**src/rtl/gpio_bank_pkg.sv**
```systemverilog
`timescale 1ns/1ps
package gpio_bank_pkg;
  localparam int unsigned PINS_PER_PORT = 32;
  localparam int unsigned PIN_W         = 5;
  localparam int unsigned MUX_W         = 3;
  localparam int unsigned DRV_W         = 2;

  // main word bit positions
  localparam int unsigned CB_PULL  = 0;
  localparam int unsigned CB_PGOFF = 2;
  localparam int unsigned CB_OD    = 8;
  localparam int unsigned CB_DIR   = 9;
  localparam int unsigned CB_AOD   = 10;
  localparam int unsigned CB_INV   = 11;
  localparam int unsigned CB_MUX   = 12;
  localparam int unsigned CB_OUT   = 16;
  localparam int unsigned CB_IN    = 24;
  localparam int unsigned CB_INDIS = 25;
  // secondary word bit positions
  localparam int unsigned C2_SLEW  = 0;
  localparam int unsigned C2_DRV   = 4;

  typedef enum logic [1:0] {
    REG_CTRL  = 2'd0,
    REG_CTRL2 = 2'd1,
    REG_PAR   = 2'd2,
    REG_NONE  = 2'd3
  } region_e;

  typedef struct packed {
    logic [1:0]       pull;
    logic             pg_off;
    logic             od;
    logic             dir_out;
    logic             aod;
    logic             inv;
    logic [MUX_W-1:0] mux;
    logic             in_dis;
    logic             slew;
    logic [DRV_W-1:0] drv;
  } pin_cfg_t;
endpackage

```
**src/rtl/gpio_in_sync.sv**
```systemverilog
`timescale 1ns/1ps
module gpio_in_sync #(
  parameter int unsigned W = 32
) (
  input  logic         clk,
  input  logic         rst_n,
  input  logic [W-1:0] d,
  output logic [W-1:0] q
);
  logic [W-1:0] meta_q;

  always_ff @(posedge clk or negedge rst_n) begin
    if (!rst_n) begin
      meta_q <= '0;
      q      <= '0;
    end else begin
      meta_q <= d;
      q      <= meta_q;
    end
  end
endmodule

```
**src/rtl/gpio_pin_cell.sv**
```systemverilog
`timescale 1ns/1ps
module gpio_pin_cell
  import gpio_bank_pkg::*;
(
  input  logic             clk,
  input  logic             rst_n,
  input  logic             wr_ctrl,
  input  logic             wr_ctrl2,
  input  logic             wr_par,
  input  logic [31:0]      wdata,
  input  logic             par_bit,
  input  logic             alt_out,
  input  logic             in_sync,
  output logic [31:0]      ctrl_rd,
  output logic [31:0]      ctrl2_rd,
  output logic             out_bit,
  output logic             pad_o,
  output logic             pad_oe,
  output logic             pad_ie,
  output logic             pad_pu,
  output logic             pad_pd,
  output logic             pad_slew,
  output logic [DRV_W-1:0] pad_drv
);
  pin_cfg_t cfg_q, cfg_d;
  logic     outv_q, outv_d;
  logic     cfg_en;
  logic     alt_mode;
  logic     drive_val;
  logic     unused_wbits;

  assign unused_wbits = ^{wdata[31:26], wdata[24:17], wdata[15], wdata[7:6], wdata[3]};
  assign cfg_en   = wr_ctrl | wr_ctrl2;
  assign alt_mode = |cfg_q.mux;

  // next state
  always_comb begin
    cfg_d = cfg_q;
    if (wr_ctrl) begin
      cfg_d.pull    = wdata[CB_PULL +: 2];
      cfg_d.pg_off  = wdata[CB_PGOFF];
      cfg_d.od      = wdata[CB_OD];
      cfg_d.dir_out = wdata[CB_DIR];
      cfg_d.aod     = wdata[CB_AOD];
      cfg_d.inv     = wdata[CB_INV];
      cfg_d.mux     = wdata[CB_MUX +: MUX_W];
      cfg_d.in_dis  = wdata[CB_INDIS];
    end
    if (wr_ctrl2) begin
      cfg_d.slew = wdata[C2_SLEW];
      cfg_d.drv  = wdata[C2_DRV +: DRV_W];
    end
    if (alt_mode)                 outv_d = alt_out;
    else if (wr_ctrl && !cfg_q.aod) outv_d = wdata[CB_OUT];
    else if (wr_par && cfg_q.aod)   outv_d = par_bit;
    else                          outv_d = outv_q;
  end

  // registers
  always_ff @(posedge clk or negedge rst_n) begin
    if (!rst_n)      cfg_q <= '0;
    else if (cfg_en) cfg_q <= cfg_d;
  end

  always_ff @(posedge clk or negedge rst_n) begin
    if (!rst_n) outv_q <= 1'b0;
    else        outv_q <= outv_d;
  end

  // pad side
  assign drive_val = alt_mode ? (alt_out ^ cfg_q.inv) : outv_q;
  assign pad_o     = cfg_q.od ? 1'b0 : drive_val;
  assign pad_oe    = cfg_q.dir_out & ~cfg_q.pg_off & (~cfg_q.od | ~drive_val);
  assign pad_ie    = ~cfg_q.in_dis;
  assign pad_pu    = cfg_q.pull[0];
  assign pad_pd    = cfg_q.pull[1];
  assign pad_slew  = cfg_q.slew;
  assign pad_drv   = cfg_q.drv;
  assign out_bit   = outv_q;

  // read views
  always_comb begin
    ctrl_rd                     = '0;
    ctrl_rd[CB_PULL +: 2]       = cfg_q.pull;
    ctrl_rd[CB_PGOFF]           = cfg_q.pg_off;
    ctrl_rd[CB_OD]              = cfg_q.od;
    ctrl_rd[CB_DIR]             = cfg_q.dir_out;
    ctrl_rd[CB_AOD]             = cfg_q.aod;
    ctrl_rd[CB_INV]             = cfg_q.inv;
    ctrl_rd[CB_MUX +: MUX_W]    = cfg_q.mux;
    ctrl_rd[CB_OUT]             = outv_q;
    ctrl_rd[CB_IN]              = in_sync & ~cfg_q.in_dis;
    ctrl_rd[CB_INDIS]           = cfg_q.in_dis;
    ctrl2_rd                    = '0;
    ctrl2_rd[C2_SLEW]           = cfg_q.slew;
    ctrl2_rd[C2_DRV +: DRV_W]   = cfg_q.drv;
  end

  // stored level tracks the alternate output while a function is selected
  p_alt_follow_r7: assert property (@(posedge clk) disable iff (!rst_n)
    alt_mode |=> (outv_q == $past(alt_out)));
  // main-word write cannot change the level once write-select is set
  p_aod_blocks_ctrl_r6: assert property (@(posedge clk) disable iff (!rst_n)
    (wr_ctrl && cfg_q.aod && !wr_par && !alt_mode) |=> $stable(outv_q));
  // parallel write cannot change the level while write-select is clear
  p_par_blocked_r5: assert property (@(posedge clk) disable iff (!rst_n)
    (wr_par && !cfg_q.aod && !wr_ctrl && !alt_mode) |=> $stable(outv_q));
endmodule

```
**src/rtl/gpio_pin_bank.sv**
```systemverilog
`timescale 1ns/1ps
module gpio_pin_bank
  import gpio_bank_pkg::*;
#(
  parameter  int unsigned NUM_PORTS = 3,
  localparam int unsigned PORT_W    = $clog2(NUM_PORTS + 1),
  localparam int unsigned IDX_W     = PORT_W + PIN_W,
  localparam int unsigned ADDR_W    = 2 + IDX_W,
  localparam int unsigned NPINS     = NUM_PORTS * PINS_PER_PORT
) (
  input  logic                   clk,
  input  logic                   rst_n,
  input  logic                   bus_rd,
  input  logic                   bus_wr,
  input  logic [ADDR_W-1:0]      bus_addr,
  input  logic [31:0]            bus_wdata,
  output logic [31:0]            bus_rdata,
  input  logic [NPINS-1:0]       pad_in,
  input  logic [NPINS-1:0]       alt_out,
  output logic [NPINS-1:0]       pad_o,
  output logic [NPINS-1:0]       pad_oe,
  output logic [NPINS-1:0]       pad_ie,
  output logic [NPINS-1:0]       pad_pu,
  output logic [NPINS-1:0]       pad_pd,
  output logic [NPINS-1:0]       pad_slew,
  output logic [DRV_W*NPINS-1:0] pad_drv
);
  localparam logic [PORT_W:0] PORT_LIM = (PORT_W + 1)'(NUM_PORTS);

  logic              rst_meta, rst_q;
  region_e           region;
  logic [PORT_W-1:0] port;
  logic [IDX_W-1:0]  idx;
  logic              port_ok;
  logic [NPINS-1:0]  in_sync;
  logic [NPINS-1:0]  out_bits;
  logic [31:0]       ctrl_rd_a  [NPINS];
  logic [31:0]       ctrl2_rd_a [NPINS];
  logic [31:0]       rd_d;

  // reset: asserted asynchronously, released on the clock
  always_ff @(posedge clk or negedge rst_n) begin
    if (!rst_n) {rst_q, rst_meta} <= 2'b00;
    else        {rst_q, rst_meta} <= {rst_meta, 1'b1};
  end

  assign region  = region_e'(bus_addr[ADDR_W-1 -: 2]);
  assign port    = bus_addr[PIN_W +: PORT_W];
  assign idx     = bus_addr[IDX_W-1:0];
  assign port_ok = ({1'b0, port} < PORT_LIM);

  gpio_in_sync #(.W(NPINS)) u_sync (
    .clk   (clk),
    .rst_n (rst_q),
    .d     (pad_in),
    .q     (in_sync)
  );

  for (genvar i = 0; i < NPINS; i++) begin : g_pin
    localparam int unsigned MY_PORT = i / PINS_PER_PORT;
    localparam int unsigned MY_BIT  = i % PINS_PER_PORT;
    logic wr_ctrl, wr_ctrl2, wr_par;

    assign wr_ctrl  = bus_wr && (region == REG_CTRL)  && (idx == IDX_W'(i));
    assign wr_ctrl2 = bus_wr && (region == REG_CTRL2) && (idx == IDX_W'(i));
    assign wr_par   = bus_wr && (region == REG_PAR)   && (port == PORT_W'(MY_PORT));

    gpio_pin_cell u_cell (
      .clk      (clk),
      .rst_n    (rst_q),
      .wr_ctrl  (wr_ctrl),
      .wr_ctrl2 (wr_ctrl2),
      .wr_par   (wr_par),
      .wdata    (bus_wdata),
      .par_bit  (bus_wdata[MY_BIT]),
      .alt_out  (alt_out[i]),
      .in_sync  (in_sync[i]),
      .ctrl_rd  (ctrl_rd_a[i]),
      .ctrl2_rd (ctrl2_rd_a[i]),
      .out_bit  (out_bits[i]),
      .pad_o    (pad_o[i]),
      .pad_oe   (pad_oe[i]),
      .pad_ie   (pad_ie[i]),
      .pad_pu   (pad_pu[i]),
      .pad_pd   (pad_pd[i]),
      .pad_slew (pad_slew[i]),
      .pad_drv  (pad_drv[i*DRV_W +: DRV_W])
    );
  end

  // read data next state
  always_comb begin
    rd_d = '0;
    if (port_ok) begin
      unique case (region)
        REG_CTRL: begin
          for (int i = 0; i < NPINS; i++)
            if (idx == IDX_W'(i)) rd_d = ctrl_rd_a[i];
        end
        REG_CTRL2: begin
          for (int i = 0; i < NPINS; i++)
            if (idx == IDX_W'(i)) rd_d = ctrl2_rd_a[i];
        end
        REG_PAR: begin
          for (int p = 0; p < NUM_PORTS; p++)
            if (port == PORT_W'(p)) rd_d = out_bits[p*PINS_PER_PORT +: PINS_PER_PORT];
        end
        default: rd_d = '0;
      endcase
    end
  end

  always_ff @(posedge clk or negedge rst_q) begin
    if (!rst_q)      bus_rdata <= '0;
    else if (bus_rd) bus_rdata <= rd_d;
  end

  // a read of a port beyond the configured count returns zero
  p_oor_read_zero_r2: assert property (@(posedge clk) disable iff (!rst_q)
    (bus_rd && !port_ok) |=> (bus_rdata == '0));
endmodule

```
**config.mk**
```make
export PLATFORM = sky130hd
export DESIGN_NAME = gpio_pin_bank
export DESIGN_NICKNAME = d
export VERILOG_FILES = /design/src/rtl/gpio_bank_pkg.sv /design/src/rtl/gpio_in_sync.sv /design/src/rtl/gpio_pin_cell.sv /design/src/rtl/gpio_pin_bank.sv
export SDC_FILE = /design/constraint.sdc
export NUM_CORES = 2
export LEC_CHECK = 0
export ABC_AREA = 1
export BUFFER_PORTS_ARGS = -buffer_cell sky130_fd_sc_hd__clkbuf_2
export CORE_MARGIN = 2
export CORE_UTILIZATION = 30
export DETAILED_ROUTE_END_ITERATION = 10
export SLEW_MARGIN = 20
export SYNTH_ARGS = -nofsm -noshare
export SYNTH_HDL_FRONTEND = slang
export SYNTH_SLANG_ARGS = --single-unit
```
**constraint.sdc**
```tcl
create_clock -name clk -period 158.8 [get_ports clk]
set_input_delay 7.94 -clock clk [delete_from_list [all_inputs] [get_ports clk]]
set_output_delay 7.94 -clock clk [all_outputs]
set_load 0.03 [all_outputs]
```
==> flow_summary.json <==
{
  "status": "completed",
  "end_kind": "register",
  "synth_area_leaders": "dfrtp_1, nand2_1, o21ai_0",
  "place_congestion": 0.977,
  "fp-row-count": 190,
  "yosysTopAreaCellShare_pct": 51.4,
  "relSlewSlack_pct": 25.7,
  "synthCells": 9903,
  "initial_core_util_pct": 30.2,
  "synth_nets": 10140,
  "drc": 0,
  "htreeDepth": 4,
  "dp_hpwl_mm": 313,
  "fin_util_pct": 34.6,
  "ff2ff_path_depth": 77,
  "cts_tree": "yes",
  "r2r-end": "bus_rdata[11]$_DFFE_PN0P_",
  "worstHoldEndpoint": "rst_q$_DFF_PN0_",
  "post_cts_resize_count": 0,
  "synth_flop_cell": "dfrtp_1",
  "whs_path_depth": 0,
  "cts.sinks": 1666,
  "ctsHoldBuffers": 0,
  "layout.cells.non_filler": 14035,
  "r2r_slack_ns": 143.71,
  "placed_cell_area_mm2": 0.0861,
  "r2r-start": "g_pin[1].u_cell.ctrl_rd[11]$_DFFE_PN0P_",
  "setup_ws_ns": 135.49,
  "required_ns": 159.60,
  "crit_path_start_kind": "input port",
  "period_share_pct": 14.7,
  "synth_area_leader_cell": "dfrtp_1",
  "overflow": 0,
  "synth-edff-count": 0,
  "clock_latency_ns": 0.93,
  "nNetsFinal": 10521,
  "crit_fanout": 30,
  "ant_nets": 0,
  "rsz0062_at_grt": "false",
  "grt_max_degree": 161,
  "worst_pin_slew_ns": 1.11,
  "setup_tns_ns": 0,
  "num_vias": 74277,
  "pre_cts_slack_ns": 134.88,
  "setup_viol": 0,
  "cts_made_buffers": 205,
  "worst_clock_skew_ns": 0.0978,
  "first_pass_iters": 6,
  "coreArea_mm2": 0.268,
  "grt_antenna_before_repair": 102,
  "drt_wl_total_mm": 409,
  "critical_path_arrival_ns": 24.12,
  "max_freq_mhz": 42.9,
  "post_cts_buffers": 0,
  "placedCellCount": 13628,
  "hold_class": "reg -> reg",
  "area_delta_synth_final_pct": 14.5,
  "synth_commonest_cells": "nand2_1, o21ai_0, dfrtp_1",
  "drv_slew": 0,
  "layout_min_cycle_time_ns": 23.31,
  "crit_slowest_cell": "a2111oi_0",
  "seq_area_frac_synth_pct": 51.4,
  "drive_gt1_share_pct": 15.1,
  "dieArea_mm2": 0.274,
  "powerDensity_mw_per_mm2": 11.5,
  "worst-setup-path-type": "in -> reg",
  "die_h_um": 524,
  "yosysUniqueCellTypes": 46,
  "grt_pass1_wl_mm": 558,
  "grtUsageTotal_pct": 28.9,
  "p_leak_nw": 44.3,
  "synth_area_mm2": 0.0811,
  "post_drt_wl_per_cell_um": 29.1,
  "synth_most_common_cell": "nand2_1",
  "vdd_drop_max_mv": 0.0107,
  "async_flop_share_pct": 100,
  "synth_area_per_cell_um2": 8.19,
  "port_buffers": 1036,
  "die_w_um": 524,
  "cap_violations": 0,
  "fin_area_mm2": 0.0929,
  "via_per_inst": 5.29,
  "hold_viol": 0,
  "max_stage_delay_ns": 0.64,
  "fillers": 28066,
  "root_buffer": "clkbuf_16",
  "ys_ff_latch": 1666,
  "clkTransAtPathRegs_ns": 0.06,
  "crit_path_frequent_cell": "o21ai_0",
  "grt_pass1_vias": 69007,
  "yosys_warnings": 0,
  "drtIter0Drc": 8549,
  "min_from": "rst_meta$_DFF_PN0_",
  "clk_path_buf_depth": 4,
  "boundaryPins": 1037
}
[worst max-delay path, delay by kind of cell]
| family | cells | cell delay (ns) |
|---|---|---|
| buf+inv | 3 | 0.84 |
| simple gates | 7 | 1.17 |
| compound gates | 71 | 14.11 |
[per-stage QoR]
step | power, W | hold slack, ns
floorplan | 0.000541 | 0.331
global placement | 0.000598 | 0.332
detailed placement | 0.000599 | 0.335
CTS | 0.00107 | 0.301
global route | 0.00110 | 0.323
finish | 0.00107 | 0.303
[registers in the layout (all words and copies together), names as in the netlist]
name,flops
bus_rdata,32
g_pin.u_cell.ctrl_rd,1056
g_pin.u_cell.out_bit,96
g_pin.u_cell.pad_drv,192
g_pin.u_cell.pad_slew,96
rst_meta,1
rst_q,1
u_sync.meta_q,96
u_sync.q,96
[where the power goes]
group	switching (W)	leakage [nW]	internal (W)
Combinational	0.000101	21.2	0.0000302
Clock	0.000199	3.27	0.000277
Sequential	0.0000191	19.8	0.000444
[logic make-up (layout without fill, tap and decap cells)]
kind of cell              after synthesis  count (layout)  share of synthesized area (%)
buffers and inverters                2034            2567                           12.1
AOI/OAI and AO/OA                    2819            2819                           19.8
and+or+nand+nor                      3320            3320                           16.0
DFF                                  1666            1666                           51.4
muxes                                   1               1                         0.0123
xor gates and xnor gates               62              62                          0.670
other                                   1              48                        0.00462
[cell usage in the layout (no fill, tap or decap), drive strengths merged, types with 2 or more instances in the layout]
cell type and count:
nor3 46, nand3 247, a21o 6, a211oi 4, a2111oi 3, diode 47, xor2 34, a311oi 27
a31oi 100, o21ai 1798, o2111ai 26, o211ai 154, a21oi 351, nand4 40, nand2 2470, a32oi 36
buf 190, o21a 34, clkinvlp 8, a221oi 141, xnor2 28, o221ai 63, nor2 499, bufinv 11
dfrtp 1666, clkbuf 1322, o32ai 4, o31ai 5, a22oi 16, o311ai 2, a41oi 10, clkinv 76
a221o 6, or3 17, inv 960, o22ai 30
[per-layer routing]
metal	GRT usage, %	wire, um
met3	10.3	47200
met2	43.9	179000
met5	0	387
met4	15.6	25500
met1	35.9	157000
[how the worst max path moves through the flow]
stage / startpoint / to
final: bus_addr[5] / bus_rdata[11]$_DFFE_PN0P_
after CTS: bus_addr[5] / bus_rdata[5]$_DFFE_PN0P_
after global placement: bus_addr[5] / bus_rdata[5]$_DFFE_PN0P_
after detailed placement: bus_addr[5] / bus_rdata[5]$_DFFE_PN0P_
after global routing: bus_addr[5] / bus_rdata[1]$_DFFE_PN0P_
after floorplan: rst_q$_DFF_PN0_ / bus_rdata[0]$_DFFE_PN0P_
[layout make-up]
cell class | count | area (um2) | share of cell area (%)
repair buffers | 1215 | 6580 | 7.08
multi-input cells | 6203 | 29600 | 31.9
diodes | 47 | 118 | 0.127
clock buffers | 297 | 5950 | 6.40
inverters | 993 | 3750 | 4.04
flip-flops and latches | 1666 | 41700 | 44.9
clock inverters | 62 | 717 | 0.772
well taps | 3552 | 4440 | 4.78
(Power assumes the default switching activity.)
